`src/rtl/wait_track_pkg.sv`:
```
package wait_track_pkg;
  // Strobes from the classifier to the counter datapath
  typedef struct packed {
    logic busHit;    // request waits on a bus held by another core
    logic bankHit;   // request waits on a bank serving another core
    logic rowHit;    // serviced row miss caused by interference
    logic clearEn;   // allocate an entry
    logic retireEn;  // retire an entry
  } wait_strobe_t;
endpackage

```
`src/rtl/open_row_table.sv`:
```
module open_row_table #(
  parameter int CORE_W = 2,
  parameter int BANK_W = 3,
  parameter int ROW_W  = 20
) (
  input  logic              clk,
  input  logic              rstN,
  input  logic              wrEn,
  input  logic [CORE_W-1:0] wrCore,
  input  logic [BANK_W-1:0] wrBank,
  input  logic [ROW_W-1:0]  wrRow,
  input  logic [CORE_W-1:0] lkCore,
  input  logic [BANK_W-1:0] lkBank,
  output logic              lkValid,
  output logic [ROW_W-1:0]  lkRow
);
  localparam int SLOT_W = CORE_W + BANK_W;
  localparam int SLOTS  = 1 << SLOT_W;

  logic [ROW_W-1:0] rowQ [SLOTS];
  logic [SLOTS-1:0] seenQ;
  logic [SLOT_W-1:0] wrSlot, lkSlot;

  assign wrSlot  = {wrCore, wrBank};
  assign lkSlot  = {lkCore, lkBank};
  assign lkValid = seenQ[lkSlot];
  assign lkRow   = rowQ[lkSlot];

  always_ff @(posedge clk) begin
    if (!rstN) begin
      seenQ <= '0;
      for (int s = 0; s < SLOTS; s++) rowQ[s] <= '0;
    end else if (wrEn) begin
      seenQ[wrSlot] <= 1'b1;
      rowQ[wrSlot]  <= wrRow;
    end
  end
endmodule

```
`src/rtl/wait_ctrl.sv`:
```
module wait_ctrl
  import wait_track_pkg::*;
#(
  parameter int CORE_W = 2,
  parameter int ROW_W  = 20
) (
  input  logic              reqValid,
  input  logic [CORE_W-1:0] reqCore,
  input  logic [ROW_W-1:0]  reqRow,
  input  logic              busWant,
  input  logic              busBusy,
  input  logic [CORE_W-1:0] busOwner,
  input  logic              bankBusy,
  input  logic [CORE_W-1:0] bankOwner,
  input  logic              svcValid,
  input  logic              svcRowMiss,
  input  logic              oraValid,
  input  logic [ROW_W-1:0]  oraRow,
  input  logic              allocValid,
  input  logic              freeValid,
  output wait_strobe_t      strobe,
  output logic              oraWr
);
  logic foreignBus, foreignBank, ownRowLost;

  always_comb begin
    foreignBus  = busWant && busBusy && (busOwner != reqCore);
    foreignBank = bankBusy && (bankOwner != reqCore);
    // Own last row in the bank equals the request, yet the row was closed
    ownRowLost  = svcValid && svcRowMiss && oraValid && (oraRow == reqRow);

    strobe.busHit   = reqValid && foreignBus;
    strobe.bankHit  = reqValid && foreignBank;
    strobe.rowHit   = reqValid && ownRowLost;
    strobe.clearEn  = allocValid;
    strobe.retireEn = freeValid;
    oraWr           = reqValid && svcValid;
  end
endmodule

```
`src/rtl/wait_datapath.sv`:
```
module wait_datapath
  import wait_track_pkg::*;
#(
  parameter int NUM_ENTRIES = 32,
  parameter int IDX_W       = 5,
  parameter int CNT_W       = 10,
  parameter int ROW_PENALTY = 12
) (
  input  logic             clk,
  input  logic             rstN,
  input  wait_strobe_t     strobe,
  input  logic [IDX_W-1:0] reqIdx,
  input  logic [IDX_W-1:0] allocIdx,
  input  logic [IDX_W-1:0] freeIdx,
  input  logic [IDX_W-1:0] rdIdx,
  output logic [CNT_W-1:0] rdCount
);
  localparam int SUM_W = CNT_W + 1;
  localparam logic [CNT_W-1:0] CNT_MAX = {CNT_W{1'b1}};

  logic [SUM_W-1:0] addAmt;
  logic [CNT_W-1:0] cntArr [NUM_ENTRIES];

  always_comb begin
    addAmt = SUM_W'(strobe.busHit) + SUM_W'(strobe.bankHit)
           + (strobe.rowHit ? SUM_W'(ROW_PENALTY) : '0);
  end

  for (genvar e = 0; e < NUM_ENTRIES; e++) begin : g_ent
    logic             liveQ;
    logic [CNT_W-1:0] cntQ;
    logic [SUM_W-1:0] sum;
    logic             allocHere, freeHere, chargeHere;

    always_comb begin
      allocHere  = strobe.clearEn  && (allocIdx == IDX_W'(e));
      freeHere   = strobe.retireEn && (freeIdx  == IDX_W'(e));
      chargeHere = liveQ && (reqIdx == IDX_W'(e));
      sum        = {1'b0, cntQ} + addAmt;
    end

    always_ff @(posedge clk) begin
      if (!rstN) begin
        cntQ  <= '0;
        liveQ <= 1'b0;
      end else begin
        if (allocHere)       cntQ <= '0;
        else if (chargeHere) cntQ <= sum[CNT_W] ? CNT_MAX : sum[CNT_W-1:0];
        if (allocHere)       liveQ <= 1'b1;
        else if (freeHere)   liveQ <= 1'b0;
      end
    end

    assign cntArr[e] = cntQ;
  end

  assign rdCount = cntArr[rdIdx];
endmodule

```
`src/rtl/contend_wait_tracker.sv`:
```
module contend_wait_tracker
  import wait_track_pkg::*;
#(
  parameter int NUM_CORES   = 4,
  parameter int NUM_BANKS   = 8,
  parameter int ROW_W       = 20,
  parameter int NUM_ENTRIES = 32,
  parameter int CNT_W       = 10,
  parameter int ROW_PENALTY = 12,
  parameter bit OPEN_PAGE   = 1'b1,
  localparam int CORE_W = $clog2(NUM_CORES),
  localparam int BANK_W = $clog2(NUM_BANKS),
  localparam int IDX_W  = $clog2(NUM_ENTRIES)
) (
  input  logic              clk,
  input  logic              rstN,
  input  logic              allocValid,
  input  logic [IDX_W-1:0]  allocIdx,
  input  logic              freeValid,
  input  logic [IDX_W-1:0]  freeIdx,
  input  logic              reqValid,
  input  logic [IDX_W-1:0]  reqIdx,
  input  logic [CORE_W-1:0] reqCore,
  input  logic [BANK_W-1:0] reqBank,
  input  logic [ROW_W-1:0]  reqRow,
  input  logic              busWant,
  input  logic              busBusy,
  input  logic [CORE_W-1:0] busOwner,
  input  logic              bankBusy,
  input  logic [CORE_W-1:0] bankOwner,
  input  logic              svcValid,
  input  logic              svcRowMiss,
  input  logic [IDX_W-1:0]  rdIdx,
  output logic [CNT_W-1:0]  rdCount
);
  wait_strobe_t     strobe;
  logic             oraWr, oraValid;
  logic [ROW_W-1:0] oraRow;

  if (OPEN_PAGE) begin : g_open
    open_row_table #(.CORE_W(CORE_W), .BANK_W(BANK_W), .ROW_W(ROW_W)) u_ora (
      .clk(clk), .rstN(rstN),
      .wrEn(oraWr), .wrCore(reqCore), .wrBank(reqBank), .wrRow(reqRow),
      .lkCore(reqCore), .lkBank(reqBank),
      .lkValid(oraValid), .lkRow(oraRow)
    );
  end else begin : g_closed
    // No row history under a closed-page policy
    assign oraValid = 1'b0;
    assign oraRow   = '0;
  end

  wait_ctrl #(.CORE_W(CORE_W), .ROW_W(ROW_W)) u_ctrl (
    .reqValid(reqValid), .reqCore(reqCore), .reqRow(reqRow),
    .busWant(busWant), .busBusy(busBusy), .busOwner(busOwner),
    .bankBusy(bankBusy), .bankOwner(bankOwner),
    .svcValid(svcValid), .svcRowMiss(svcRowMiss),
    .oraValid(oraValid), .oraRow(oraRow),
    .allocValid(allocValid), .freeValid(freeValid),
    .strobe(strobe), .oraWr(oraWr)
  );

  wait_datapath #(
    .NUM_ENTRIES(NUM_ENTRIES), .IDX_W(IDX_W),
    .CNT_W(CNT_W), .ROW_PENALTY(ROW_PENALTY)
  ) u_dp (
    .clk(clk), .rstN(rstN), .strobe(strobe),
    .reqIdx(reqIdx), .allocIdx(allocIdx), .freeIdx(freeIdx),
    .rdIdx(rdIdx), .rdCount(rdCount)
  );
endmodule

```
`config.mk`:
```
export PLATFORM = sky130hd
export DESIGN_NAME = contend_wait_tracker
export DESIGN_NICKNAME = d
export VERILOG_FILES = /design/src/rtl/wait_track_pkg.sv /design/src/rtl/open_row_table.sv /design/src/rtl/wait_ctrl.sv /design/src/rtl/wait_datapath.sv /design/src/rtl/contend_wait_tracker.sv
export SDC_FILE = /design/constraint.sdc
export NUM_CORES = 2
export LEC_CHECK = 0
export CORE_ASPECT_RATIO = 0.9
export CORE_UTILIZATION = 28
export CTS_BUF_LIST = sky130_fd_sc_hd__clkbuf_4
export CTS_CLUSTER_SIZE = 28
export DETAILED_ROUTE_END_ITERATION = 8
export GPL_TIMING_DRIVEN = 0
export SYNTH_ARGS = -nofsm -noshare
export SYNTH_HDL_FRONTEND = slang
export SYNTH_SLANG_ARGS = --single-unit
```
`constraint.sdc`:
```
create_clock -name clk -period 10.9 [get_ports clk]
set_input_delay 2.725 -clock clk [delete_from_list [all_inputs] [get_ports clk]]
set_output_delay 2.725 -clock clk [all_outputs]
set_load 0.1 [all_outputs]
```
After elaboration in Yosys (flattened, before gate mapping). Memories as Yosys holds them, arrays and structs flattened. Index checks and enable logic that the tools add are counted.

Add/subtract/negate cells: 34. $lt $le $gt $ge: 3. Eq/ne operators: 96. Mux-type cells: 111. Bitwise logic cells: 3. Reduce and logical (&&, ||, !) cells: 175.

Operator list (number): adder 10 x 11 -> 11 bit (32); two-way mux 10 bit (34); == test 5 bit, second input constant (48); == test 5 x 4 -> 1 bit, second input constant (24); logical AND 1 bit (107); two-way mux 1 bit (71); nonzero test 2 bit (32); OR reduction 2 bit (32); == test 5 x 3 -> 1 bit, second input constant (12); binary-select mux 10 bit (select 5 bit) (1); bitwise OR 32 bit (1); == test 5 x 2 -> 1 bit, second input constant (6); == test 20 bit (1); two-way mux 20 bit (1); OR reduction 20 bit (1); == test 5 x 1 -> 1 bit, second input constant (3); zero test 5 bit (3); adder 11 bit (1); >= comparator 6 bit, second input constant (1); < comparator 5 x 6 -> 1 bit, second input constant (1); inverter 5 -> 6 bit (1); binary-select mux 1 bit (select 5 bit) (1); demux 1 bit (select 5 bit) (1); >= comparator 5 x 1 -> 1 bit, second input constant (1); other kinds (5) (6).

Bits in registers: 384. Bits in writable memories: 640. Bits of input ports: 59. Output and inout port bits: 10. Logic and storage cells: 488. Memories: 1.

Memory list: g_open.u_ora.rowQ (depth 32, width 20, rd ports 1, clocked after memory_dff 0, write ports 32, line open_row_table.sv:20) `logic [ROW_W-1:0] rowQ [SLOTS];`.

Depth between registers and ports, before layout.
Word-level depth: 9. Mapped depth: 21.

Modules after synthesis. Synthesis repeated with hierarchy kept, for this count alone.

Cell total of the unflattened synthesis: 4949. Area total of the unflattened synthesis: 54029.3 um^2.

Modules (own cells, without submodules): open_row_table (times used 1, cells an instance 2304, area each 30986.0 um^2); wait_datapath (times used 1, cells an instance 2606, area each 22740.6 um^2); wait_ctrl (times used 1, cells an instance 39, area each 302.8 um^2).

Least setup slack after synthesis. OpenSTA, ideal clock, no wires.

Path kind: input-to-reg. Start: input reqBank[1]. End: register u_dp.g_ent[8].cntQ[9]. Arrival time: 9.763 ns. Data required time: 10.776 ns. Setup slack: 1.013 ns. Cell stages on the path: 21. Cell sequence: buf_2 > buf_2 > buf_2 > buf_2 > buf_2 > mux2i_1 > o22ai_1 > nor4_1 > nand2_1 > xnor2_1 > nand4_1 > nor4_2 > ha_1 > a21o_1 > a21oi_1 > nor2b_1 > and3_1 > clkbuf_1 > or4_1 > o21ai_0 > nor2_1.

Word-level cells in the longest chain between the ends: 9.

RTL lines: start, declared (line contend_wait_tracker.sv:24) `input logic [BANK_W-1:0] reqBank,`; parallel branches: the longest is 3 deep, another holds memory read (32 x 20 bit); logical AND 1 bit (*) (line wait_ctrl.sv:30) `ownRowLost = svcValid && svcRowMiss && oraValid && (oraRow == reqRow);`; logical AND 1 bit (*) (line wait_ctrl.sv:34) `strobe.rowHit = reqValid && ownRowLost;`; two-way mux 4 bit (*) (line wait_datapath.sv:26) `+ (strobe.rowHit ? SUM_W'(ROW_PENALTY) : '0);`; adder 11 bit (*) (line wait_datapath.sv:26); adder 10 x 11 -> 11 bit (*) (line wait_datapath.sv:39) `sum = {1'b0, cntQ} + addAmt;`; two-way mux 10 bit (*) (line wait_datapath.sv:48) `else if (chargeHere) cntQ <= sum[CNT_W] ? CNT_MAX : sum[CNT_W-1:0];`; end signal, assigned (line wait_datapath.sv:48); end, declared (line wait_datapath.sv:31) `logic [CNT_W-1:0] cntQ;`.

Mark *: on every way between the ends. The select of a mux whose other input is x is not followed. A chain may end at the register's enable or synchronous reset.

Final worst setup path.
Start: input rdIdx[1]. End: output rdCount[3].

Word-level cells in the longest chain between the ends: 4.

RTL lines: start, declared (line contend_wait_tracker.sv:33) `input logic [IDX_W-1:0] rdIdx,`; inverter 5 -> 6 bit (implied by the code) (line wait_datapath.sv:57) `assign rdCount = cntArr[rdIdx];`; binary-select mux 10 bit (select 5 bit) (line wait_datapath.sv:57); two-way mux 10 bit (implied by the code) (2 in series) (line wait_datapath.sv:57); end, declared (line contend_wait_tracker.sv:34) `output logic [CNT_W-1:0] rdCount`.

Every way passes these cells. The select of a mux whose other input is x is not followed.

==> flow_metrics.tcl <==
set metrics [dict create \
    status "finished clean" \
    p_per_area_mw_per_mm2 139 \
    yosysMostFrequentCell "and2_1" \
    regToRegSetupSlack_ns 4.68 \
    rsz0062_at_grt "false" \
    wire_per_inst_um 22.9 \
    startpoint_type "primary input" \
    slew_headroom_pct 6.01 \
    clk_pin_slew_ns 0.07 \
    synth.cell_area_sq_mm 0.0523 \
    drtAntennaViolNets 0 \
    synthTopCellsByArea "edfxtp_1, dfxtp_1, and2_1" \
    synth-edff-count 640 \
    fin_setup_tns_ns 0 \
    drc 0 \
    track_usage_pct 17.9 \
    r2r_start "g_open.u_ora.rowQ[11][13]" \
    synthCells 4568 \
    die_x_um 458 \
    hold-path-endpoint "g_open.u_ora.seenQ[9]" \
    die_y_um 412 \
    worstMarginPinSlew_ns 1.41 \
    finalClockSkew_ns 0.216 \
    drive_gt1_share_pct 14.2 \
    nFillCells 18600 \
    syn_avg_cell_area_sq_um 11.4 \
    crit_top_cell "clkbuf_1" \
    worstHoldPathType "reg2reg" \
    worstPathRequired_ns 8.18 \
    dp_cells 7096 \
    post_cts_resized 0 \
    vias 39400 \
    worstSetupEndpointType "output port" \
    yosysWarningCount 0 \
    yosysTopAreaCell "edfxtp_1" \
    port_buffers 59 \
    cts_tree "done" \
    final.setup.worst_slack_ns 0.444 \
    holdWs_ns 0.455 \
    grt.overflow.total 0 \
    pre_cts_slack_ns 0.584 \
    vdd_drop_max_mv 0.111 \
    period_share_pct 95.9 \
    reg2regPathDepth 20 \
    crit_type "in2out" \
    hold_start "g_open.u_ora.seenQ[9]" \
    synthFlopType "edfxtp_1" \
    wl_um 174000 \
    fin_util_pct 32.4 \
    hold_buffers 0 \
    htreeDepth 5 \
    grt_first_pass_wirelength_um 250000 \
    syn_to_final_growth_pct 15.1 \
    setup_violations 0 \
    critPathSlowestCell "clkbuf_1" \
    grt_pass1_vias 37600 \
    p_leak_nw 23.1 \
    fin_area_sq_mm 0.0602 \
    core-area_sq_mm 0.186 \
    first_pass_iters 6 \
    dpl.hpwl_um 127000 \
    grt_max_degree 39 \
    cts_sinks 1024 \
    worstReg2RegEnd "u_dp.g_ent[5].cntQ[9]" \
    final-instance-count-excl-fill 7585 \
    drv_cap 0 \
    slowest_delay_ns 1.06 \
    nets 5180 \
    rows 150 \
    post_dp_cell_area_sq_mm 0.0568 \
    synth_fp_nets 4788 \
    start_util_pct 28.2 \
    yosys-top-cells-count "and2_1, edfxtp_1, dfxtp_1" \
    async_reset_ff_share_pct 0 \
    gp_congestion 1.02 \
    pin_count 69 \
    critPathArrivalTime_ns 7.73 \
    synth_top_area_share_pct 36.7 \
    dieArea_sq_mm 0.189 \
    cts_buffers 294 \
    path_max_fanout 10 \
    ys_seq_area_share_pct 51.4 \
    ctsLongestPathBuffers 4 \
    drt_iter0_markers 4329 \
    yosys.cell_types.count 63 \
    fin_crit_ns 10.46 \
    ys_ff_latch 1024 \
    antenna_found_initial 15 \
    max_clock_freq_ghz 0.0956 \
    worstPathCellList "clkbuf_1 -> clkbuf_1 -> clkbuf_1 -> mux4_2 -> mux4_2 -> mux2_2 -> clkdlybuf4s50_1" \
    min_path_cells 1 \
    finalHoldViolCount 0 \
    cts_root_buf "clkbuf_4" \
    finalMaxSlewViolations 0 \
    p_total_mw 8.38 \
    post-cts-setup-buffers 0 \
    avgViaCountPerCell 5.19 \
    clk_latency_ns 1.29 \
]
## registers in the layout, summed over array words and instances, names as in the netlist
signal	flops
g_open.u_ora.rowQ	640
u_dp.g_ent.liveQ	32
u_dp.g_ent.cntQ	320
g_open.u_ora.seenQ	32
## worst max path at each step
stage / slack (ns) / cells past startpoint / endpoint / start
CTS: 0.58 / 7 / rdCount[3] / rdIdx[1]
floorplan: 1.01 / 21 / u_dp.g_ent[8].cntQ[9] / reqBank[1]
global route: 0.45 / 7 / rdCount[1] / rdIdx[1]
finish: 0.44 / 7 / rdCount[3] / rdIdx[1]
detailed placement: 0.58 / 7 / rdCount[3] / rdIdx[1]
global placement: -5.32 / 20 / u_dp.g_ent[5].cntQ[9] / reqBank[1]
## metal layers
metal  share of wire (%)  up-vias  global-route usage [%]  wire length [um]
li1                    -    17800                       -                 -
met1                  43    19400                    24.3             74600
met2                  44     1803                    27.6             77200
met3                 9.0      377                    4.07             15600
met4                 3.7        0                    7.19              6410
met5                   0        -                       0                 0
## where the power goes
part,internal (mW),leakage [nW],total [mW],switching [mW]
clock,1.79,2.08,3.49,1.70
sequential,4.23,9.17,4.27,0.0351
combinational,0.188,11.9,0.621,0.432
## worst max-delay path, delay by kind of cell
family / cells / cell delay (ns)
buffers and inverters: 4 / 3.66
multiplexers: 3 / 1.33
## cells by family after synthesis
| family | after synthesis | share of synthesized area, % |
|---|---|---|
| AND/OR/NAND/NOR | 1652 | 17.5 |
| flip-flops | 1024 | 51.4 |
| XOR/XNOR | 162 | 2.71 |
| AO/OA/AOI/OAI | 764 | 9.32 |
| adder cells (fa/ha/maj) | 161 | 4.31 |
| multiplexers | 475 | 12.2 |
| buffers and inverters | 330 | 2.58 |
## cell usage in the layout (no fill, tap or decap), types with 19 or more instances in the layout
master,n
a211oi_1,24
a21boi_0,32
a21o_1,97
a21oi_1,200
a31oi_1,31
and2_1,660
and3_1,77
buf_2,41
buf_8,27
clkbuf_1,241
clkbuf_4,424
clkdlybuf4s50_1,59
clkinv_1,42
dfxtp_1,384
edfxtp_1,640
fa_1,32
ha_1,128
inv_1,26
mux2i_1,337
mux4_2,128
nand2_1,170
nand2b_1,22
nand3_1,105
nand3b_1,23
nand4_1,19
nor2_1,274
nor2b_1,75
nor3_1,121
nor4_1,36
o2111a_1,19
o211ai_1,23
o21ai_0,105
o21ai_2,29
o221a_2,20
o22ai_1,140
xnor2_1,74
xor2_1,88
## final cells by class
type	instances	area (sq um)	area share, %
repair buffers	96	1260	2.09
flip-flops and latches	1024	26900	44.7
multi-input cells	3214	24200	40.2
well taps	2432	3040	5.05
diodes	10	25.0	0.0416
plain buffers	304	1250	2.08
clock inverters	55	240	0.399
inverters	26	97.6	0.162
clock buffers	424	3180	5.29
Power figures use the tool's default switching activity.
